$ cat config.mk
export PLATFORM = sky130hd
export DESIGN_NAME = excl_monitor
export DESIGN_NICKNAME = d
export VERILOG_FILES = /design/src/rtl/excl_mon_pkg.sv /design/src/rtl/excl_mon_fsm.sv /design/src/rtl/excl_tag_reg.sv /design/src/rtl/excl_wr_gate.sv /design/src/rtl/excl_monitor.sv
export SDC_FILE = /design/constraint.sdc
export NUM_CORES = 1
export LEC_CHECK = 0
export BUFFER_PORTS_ARGS = -buffer_cell sky130_fd_sc_hd__buf_4
export CORE_MARGIN = 3
export CORE_UTILIZATION = 35
export CTS_BUF_LIST = sky130_fd_sc_hd__clkbuf_8
export DETAILED_ROUTE_END_ITERATION = 6
export GPL_ROUTABILITY_DRIVEN = 1
export PLACE_DENSITY = 0.78
export SYNTH_ARGS = -nofsm -noshare
export SYNTH_HDL_FRONTEND = slang
export SYNTH_SLANG_ARGS = --single-unit
$ cat constraint.sdc
create_clock -name clk -period 1.4 [get_ports clk]
set_input_delay 0.28 -clock clk [delete_from_list [all_inputs] [get_ports clk]]
set_output_delay 0.28 -clock clk [all_outputs]
set_load 0.02 [all_outputs]
$ cat src/rtl/excl_mon_pkg.sv
package excl_mon_pkg;
    typedef enum logic {
        MON_OPEN = 1'b0,
        MON_EXCL = 1'b1
    } mon_state_e;

    typedef enum logic [1:0] {
        T_HOLD    = 2'd0,
        T_CONSUME = 2'd1,
        T_RESERVE = 2'd2,
        T_FLUSH   = 2'd3
    } mon_trans_e;
endpackage

$ cat src/rtl/excl_mon_fsm.sv
module excl_mon_fsm
    import excl_mon_pkg::*;
(
    input  logic       clk,
    input  logic       rst_n,
    input  logic       reserve,
    input  logic       consume,
    input  logic       flush,
    output mon_state_e state,
    output logic       is_excl
);
    mon_trans_e trans;
    mon_state_e state_nx;

    always_comb begin
        if (flush)        trans = T_FLUSH;
        else if (reserve) trans = T_RESERVE;
        else if (consume) trans = T_CONSUME;
        else              trans = T_HOLD;
    end

    always_comb begin
        state_nx = state;
        unique case (trans)
            T_FLUSH:   state_nx = MON_OPEN;
            T_RESERVE: state_nx = MON_EXCL;
            T_CONSUME: state_nx = MON_OPEN;
            T_HOLD:    state_nx = state;
            default:   state_nx = MON_OPEN;
        endcase
    end

    always_ff @(posedge clk or negedge rst_n) begin
        if (!rst_n) state <= MON_OPEN;
        else        state <= state_nx;
    end

    always_comb begin
        unique case (state)
            MON_OPEN: is_excl = 1'b0;
            MON_EXCL: is_excl = 1'b1;
            default:  is_excl = 1'b0;
        endcase
    end

    assert_flush_opens_R6: assert property (@(posedge clk) disable iff (!rst_n)
        flush |=> state == MON_OPEN);
    assert_reserve_excl_R2: assert property (@(posedge clk) disable iff (!rst_n)
        (reserve && !flush) |=> state == MON_EXCL);
    assert_consume_opens_R8: assert property (@(posedge clk) disable iff (!rst_n)
        (consume && !reserve) |=> state == MON_OPEN);
    assert_hold_stable_R9: assert property (@(posedge clk) disable iff (!rst_n)
        (!consume && !reserve && !flush) |=> $stable(state));
endmodule

$ cat src/rtl/excl_tag_reg.sv
module excl_tag_reg #(
    parameter int ADDR_W    = 32,
    parameter int GRAN_LOG2 = 3
) (
    input  logic              clk,
    input  logic              rst_n,
    input  logic              capture,
    input  logic [ADDR_W-1:0] cap_addr,
    input  logic [ADDR_W-1:0] cmp_addr,
    output logic              hit
);
    localparam int TAG_W = ADDR_W - GRAN_LOG2;

    logic [TAG_W-1:0] tag_q;

    always_ff @(posedge clk or negedge rst_n) begin
        if (!rst_n)       tag_q <= '0;
        else if (capture) tag_q <= cap_addr[ADDR_W-1:GRAN_LOG2];
    end

    assign hit = (cmp_addr[ADDR_W-1:GRAN_LOG2] == tag_q);

    assert_tag_keeps_R3: assert property (@(posedge clk) disable iff (!rst_n)
        !capture |=> $stable(tag_q));
endmodule

$ cat src/rtl/excl_wr_gate.sv
module excl_wr_gate #(
    parameter int ADDR_W = 32,
    parameter int DATA_W = 32
) (
    input  logic              st_valid,
    input  logic              st_excl,
    input  logic [ADDR_W-1:0] st_addr,
    input  logic [DATA_W-1:0] st_data,
    input  logic              is_excl,
    input  logic              tag_hit,
    input  logic              kill,
    output logic              mem_we,
    output logic [ADDR_W-1:0] mem_addr,
    output logic [DATA_W-1:0] mem_wdata,
    output logic              st_status_valid,
    output logic              st_status
);
    logic excl_ok;

    always_comb begin
        excl_ok         = is_excl && tag_hit && !kill;
        st_status_valid = st_valid && st_excl;
        st_status       = st_status_valid && !excl_ok;
        mem_we          = st_valid && (!st_excl || excl_ok);
        mem_addr        = st_addr;
        mem_wdata       = st_data;
    end

    always_comb begin
        if (st_status_valid) begin
            assert_status_excl_R5: assert (mem_we != st_status);
        end
    end
endmodule

$ cat src/rtl/excl_monitor.sv
module excl_monitor
    import excl_mon_pkg::*;
#(
    parameter int ADDR_W    = 32,
    parameter int DATA_W    = 32,
    parameter int GRAN_LOG2 = 3
) (
    input  logic              clk,
    input  logic              rst_n,
    input  logic              ld_excl,
    input  logic [ADDR_W-1:0] ld_addr,
    input  logic              st_valid,
    input  logic              st_excl,
    input  logic [ADDR_W-1:0] st_addr,
    input  logic [DATA_W-1:0] st_data,
    input  logic              clr_req,
    input  logic              exc_entry,
    output logic              mem_we,
    output logic [ADDR_W-1:0] mem_addr,
    output logic [DATA_W-1:0] mem_wdata,
    output logic              st_status_valid,
    output logic              st_status
);
    mon_state_e state;
    logic       is_excl;
    logic       tag_hit;
    logic       flush;
    logic       excl_store;

    assign flush      = clr_req || exc_entry;
    assign excl_store = st_valid && st_excl;

    excl_mon_fsm u_fsm (
        .clk     (clk),
        .rst_n   (rst_n),
        .reserve (ld_excl),
        .consume (excl_store),
        .flush   (flush),
        .state   (state),
        .is_excl (is_excl)
    );

    excl_tag_reg #(.ADDR_W(ADDR_W), .GRAN_LOG2(GRAN_LOG2)) u_tag (
        .clk      (clk),
        .rst_n    (rst_n),
        .capture  (ld_excl),
        .cap_addr (ld_addr),
        .cmp_addr (st_addr),
        .hit      (tag_hit)
    );

    excl_wr_gate #(.ADDR_W(ADDR_W), .DATA_W(DATA_W)) u_gate (
        .st_valid        (st_valid),
        .st_excl         (st_excl),
        .st_addr         (st_addr),
        .st_data         (st_data),
        .is_excl         (is_excl),
        .tag_hit         (tag_hit),
        .kill            (flush),
        .mem_we          (mem_we),
        .mem_addr        (mem_addr),
        .mem_wdata       (mem_wdata),
        .st_status_valid (st_status_valid),
        .st_status       (st_status)
    );

    assert_success_needs_excl_R4: assert property (@(posedge clk) disable iff (!rst_n)
        (st_status_valid && !st_status) |-> state == MON_EXCL);
    assert_flush_fails_store_R7: assert property (@(posedge clk) disable iff (!rst_n)
        (st_status_valid && flush) |-> (st_status && !mem_we));
    assert_plain_store_writes_R9: assert property (@(posedge clk) disable iff (!rst_n)
        (st_valid && !st_excl) |-> (mem_we && !st_status_valid));
endmodule

======== Yosys cells after proc, flatten, opt, wreduce, memory -nomap -nowiden ========
Cells that the tools add are included.
word-level totals
  bits of input ports ..................... 103
  logic and storage cells ................. 24
  bits in registers ....................... 30
cells by class
  muxes and demuxes ....................... 5
  reductions and logical operators ........ 12
  bitwise logic cells ..................... 1
  equality and inequality tests ........... 4
operators by type and width
  operator                                             count
  equality test 29 bit                                 1
  logical AND 1 bit                                    5
  equality test 2 bit, second input constant           2
  two-way mux 2 bit                                    2
  case mux 1 bit (2 select lines)                      2
  logical NOT 1 bit                                    3
  equality test 2 x 1 -> 1 bit, second input constant  1
  logical NOT 2 bit                                    1
  logical OR 1 bit                                     2
  OR reduction 2 bit                                   1
  two-way mux 1 bit                                    1
  NOT 1 bit                                            1

======== Longest topological paths before layout ========
  depth after elaboration ................. 7
  mapped depth ............................ 4
  depth with buffers taken out ............ 4

======== Hierarchy ========
A second synthesis with hierarchy kept.
second synthesis, totals
  cell total of the unflattened synthesis .. 175
  area total of the unflattened synthesis .. 1976.9 um^2
modules (own cells, without submodules)
  module        area an instance (um^2)  sequential area each (um^2)  cells each  times used
  excl_tag_reg  1390.1                   725.7                        100         1
  excl_wr_gate  523.0                    0.0                          68          1
  excl_mon_fsm  51.3                     25.0                         5           1
  excl_monitor  12.5                     0.0                          2           1

======== Worst setup path after synthesis ========
Ideal clock, no wire load.
  kind .................................... reg-to-output
  from .................................... register u_tag.tag_q[23]
  to ...................................... output port mem_we
  slack ................................... -0.071 ns
  arrival ................................. 1.191 ns
  stages on the path, launching flop included .. 5
  buffers on the path ..................... 0
  path through ............................ dfrtp_1 xnor2_1 nand4_1 nor4_2 a22o_1
between the ends
  cells in the longest elaborated chain, start to end .. 5
RTL lines
  item                             line                source
  start, declared                  excl_tag_reg.sv:14  logic [TAG_W-1:0] tag_q;
  start signal, assigned           excl_tag_reg.sv:18  else if (capture) tag_q <= cap_addr[ADDR_W-1:GRAN_LOG2];
  equality test 29 bit             excl_tag_reg.sv:21  assign hit = (cmp_addr[ADDR_W-1:GRAN_LOG2] == tag_q);
  logical AND 1 bit (2 in series)  excl_wr_gate.sv:21  excl_ok = is_excl && tag_hit && !kill;
  logical OR 1 bit                 excl_wr_gate.sv:24  mem_we = st_valid && (!st_excl || excl_ok);
  logical AND 1 bit                excl_wr_gate.sv:24
  end, declared                    excl_monitor.sv:18  output logic mem_we,
No other way between the ends.

======== Worst setup path after layout ========
  from .................................... register u_tag.tag_q[1]
  to ...................................... output port mem_we
Same word-level chain as after synthesis.

==> impl_table.tex <==
\begin{tabular}{lr}
\hline
Metric & Value \\
\hline
\multicolumn{2}{l}{\textbf{Global routing}} \\
Pin count of the biggest net entering global routing & 31 \\
Number of global-route vias before repair & 1400 \\
Total GRT Usage & 0.129 \\
Overall overflow remaining after global route & 0 \\
Antenna violations before repair & 0 \\
Wire length of the first global-routing pass & 6.33 mm \\
\multicolumn{2}{l}{\textbf{Floorplanning}} \\
Row count & 26 \\
Floorplan die area & 6490 um\^{}2 \\
Num ports & 170 \\
Initial Utilization & 0.371 \\
CORE AREA & 5240 um\^{}2 \\
Die boundary width & 80.6 um \\
Die height & 80.6 um \\
\multicolumn{2}{l}{\textbf{Placed design}} \\
Number of buffers inserted by port buffering & 96 \\
Post-placement worst setup slack & -0.299 ns \\
Hpwl dp & 3.50 mm \\
Weighted congestion reported at the end of routability-driven placement & 0.657 \\
\multicolumn{2}{l}{\textbf{Pwr}} \\
Total power per unit cell area & 982 nW/um\^{}2 \\
Peak supply drop & 0.516 mV \\
Leakage power & 0.00112 uW \\
\multicolumn{2}{l}{\textbf{Layout}} \\
Layout Area Growth over Synthesis & 25.1\% \\
Antenna diode count & 0 \\
Ratio of cells with drive above 1 in the final layout & 0.582 \\
Storage cell area & 751 um\^{}2 \\
Final \#Nets & 322 \\
Finished Core Util & 0.465 \\
Area occupied by multi-input gates & 692 um\^{}2 \\
Fillers & 492 \\
\multicolumn{2}{l}{\textbf{Route}} \\
Drt via density & 4.51 \\
DRC violation total after the first TritonRoute iteration & 20 \\
Total via count after detailed routing & 1309 \\
Number of DRC violations after detailed routing & 0 \\
Sum of routed wire length over all layers & 4.27 mm \\
Antenna violation net count after detailed routing & 0 \\
Average wire length per cell after detail routing & 14.7 um \\
Drt first pass iters & 4 \\
\multicolumn{2}{l}{\textbf{STA}} \\
Crit path time final & 1.97 ns \\
Unrepaired setup endpoints after global routing & true \\
Final setup violating endpoints & 2 \\
Measured slew at the worst slew-check pin & 0.401 ns \\
Worst Setup Slack, final & -0.566 ns \\
Number of pins with negative max-slew slack in the final report & 0 \\
Relative slew margins & 0.733 \\
Final Hold Slack & 0.164 ns \\
Hold violation total from the final report & 0 \\
Setup TNS after final layout & -1.12 ns \\
Clock Skews & 0 ns \\
Part of the cycle the worst path needs & 1.40 \\
Maximum clock frequency & 0.509 GHz \\
\multicolumn{2}{l}{\textbf{Logic synthesis}} \\
Proportion of register bits with asynchronous set or reset after synthesis & 1.00 \\
Xor/xnor cell area share of the yosys netlist & 0.131 \\
Synthesized netlist cell count & 175 \\
Top\_reg\_cell synth & dfrtp\_1 \\
Synthesized-area fraction occupied by and/or/nand/nor cells & 0.0476 \\
Net count after synthesis & 278 \\
Number of enable flip-flop cells after synthesis & 0 \\
Post-synthesis sequential element count & 30 \\
Synthesized area per cell & 11.1 um\^{}2 \\
Share of the yosys chip area belonging to registers & 0.386 \\
Proportion of synthesized area in mux cells & 0.168 \\
Post-synthesis adder-cell area fraction & 0 \\
Distinct cell type count after synthesis & 16 \\
Complex-gate fraction of the synthesized area & 0.00965 \\
Total number of yosys warnings & 0 \\
Synthesized area & 1950 um\^{}2 \\
Largest family of logic cells by synthesized area & buffers and inverters \\
\multicolumn{2}{l}{\textbf{CTS}} \\
Number of levels the H-tree was split into & 2 \\
Clock latency reported for the late side of the worst-skew pair & 0.27 ns \\
CTS tree & yes \\
CTS max path bufs & 2 \\
Clock Tree Root & clkbuf\_8 \\
Clock input transition at the sequential cells of the worst setup and hold paths & 0.06 ns \\
Total setup buffers inserted after CTS & 0 \\
Sink count of the clock tree & 30 \\
Inserted Clock Buffers & 5 \\
\multicolumn{2}{l}{\textbf{Status}} \\
Run status & finished, violations left \\
Failing checks & setup timing \\
\multicolumn{2}{l}{\textbf{Worst setup path}} \\
Worst Path Max Fanout & 2 \\
CP arrival & 1.69 ns \\
First element of the critical path & u\_tag.tag\_q[1]\$\_DFFE\_PN0P\_ \\
Crit path capture type & output pin \\
Startpoint types & register \\
Data required time of the critical path & 1.12 ns \\
WS Path Type & reg -> out \\
Crit Reg-Reg Startpoint & u\_tag.tag\_q[2]\$\_DFFE\_PN0P\_ \\
\multicolumn{2}{l}{\textbf{Min path}} \\
Min-Delay Startpoint & exc\_entry \\
Worst hold path class & in -> reg \\
\multicolumn{2}{l}{\textbf{Flow run}} \\
Max-cap viol count & 0 \\
\hline
\end{tabular}
-- repair_timing --
action,in CTS,in global routing
hold buffers,1,0
endpoints found under the hold margin,30,0
gates resized for setup,0,1
endpoints found under the setup margin,2,2
pin swaps,0,8
-- Yosys cell counts (2+ instances only) --
| cell type | instances | area share |
|---|---|---|
| xnor2_1 | 29 | 0.13 |
| a21oi_1 | 2 | 0.0051 |
| buf_4 | 64 | 0.25 |
| nor4_1 | 2 | 0.0064 |
| buf_2 | 3 | 0.0077 |
| dfrtp_1 | 30 | 0.39 |
| inv_1 | 2 | 0.0039 |
| mux2_2 | 16 | 0.093 |
| nand4_1 | 8 | 0.026 |
| mux2_1 | 13 | 0.075 |
-- critical path, cell delays in order (launching register included) --
cell     delay, ns
dfrtp_1       0.38
xnor2_1       0.16
nand4_1       0.18
nor4_2        0.29
buf_4         0.15
a22o_1        0.13
buf_6         0.12
-- area by class of cell --
type,count,area share
timing repair buffer,104,0.323
sequential,30,0.308
tap,70,0.0360
multi-input combinational,76,0.284
clock buffer,8,0.0452
inverter,2,0.00308
-- worst paths after layout --
path | slack, ns | cells after the start | to
worst max-delay path | -0.57 | 6 | mem_we
worst min-delay path | 0.16 | 2 | u_fsm.state$_DFFE_PN0P_
worst max register to register | 0.60 | 1 | u_tag.tag_q[2]$_DFFE_PN0P_
worst min register to register | 0.51 | 1 | u_tag.tag_q[13]$_DFFE_PN0P_
max in group asynchronous | 0.65 | 2 | u_tag.tag_q[1]$_DFFE_PN0P_
min in group asynchronous | 0.47 | 2 | u_tag.tag_q[8]$_DFFE_PN0P_
-- layout by cell type (no fill, tap or decap), drive strengths merged --
master / instances
dlygate4sd3: 1
nor3: 1
nor2: 1
nand3: 1
xnor2: 29
nand4: 8
nand2: 1
inv: 2
mux2: 29
a21oi: 2
clkbuf: 8
buf: 103
a22o: 1
nor4: 3
dfrtp: 30
-- stage by stage --
step,instances,instance area (um^2),power (uW)
3_3_place_gp,281,2310,1580
6_report,290,2430,2390
3_5_place_dp,281,2310,1600
2_1_floorplan,175,1950,1500
4_1_cts,290,2430,2430
5_1_grt,290,2430,2530
-- state kept, by name, indices dropped and copies added, names as in the netlist --
register	flops
u_fsm.state	1
u_tag.tag_q	29
-- report_power, final --
group / internal, uW / total [uW] / switching (uW)
Combinational: 337 / 567 / 230
Sequential: 953 / 1010 / 56.9
Clock: 496 / 814 / 318
-- logic make-up after synthesis --
group                  after synthesis
AO/OA/AOI/OAI                        3
flip-flops                          30
XOR/XNOR                            29
multiplexers                        29
buffers and inverters               69
AND/OR/NAND/NOR                     15
-- per-layer routing --
layer  up-vias  global-route usage  part of all wire
met5         -                   0                 0
met4         0              0.0591             0.017
met3        17              0.0437              0.12
met2        77               0.233              0.53
met1       610               0.133              0.34
li1        605                   -                 -
Note: power is estimated with default switching activity, not from simulation.
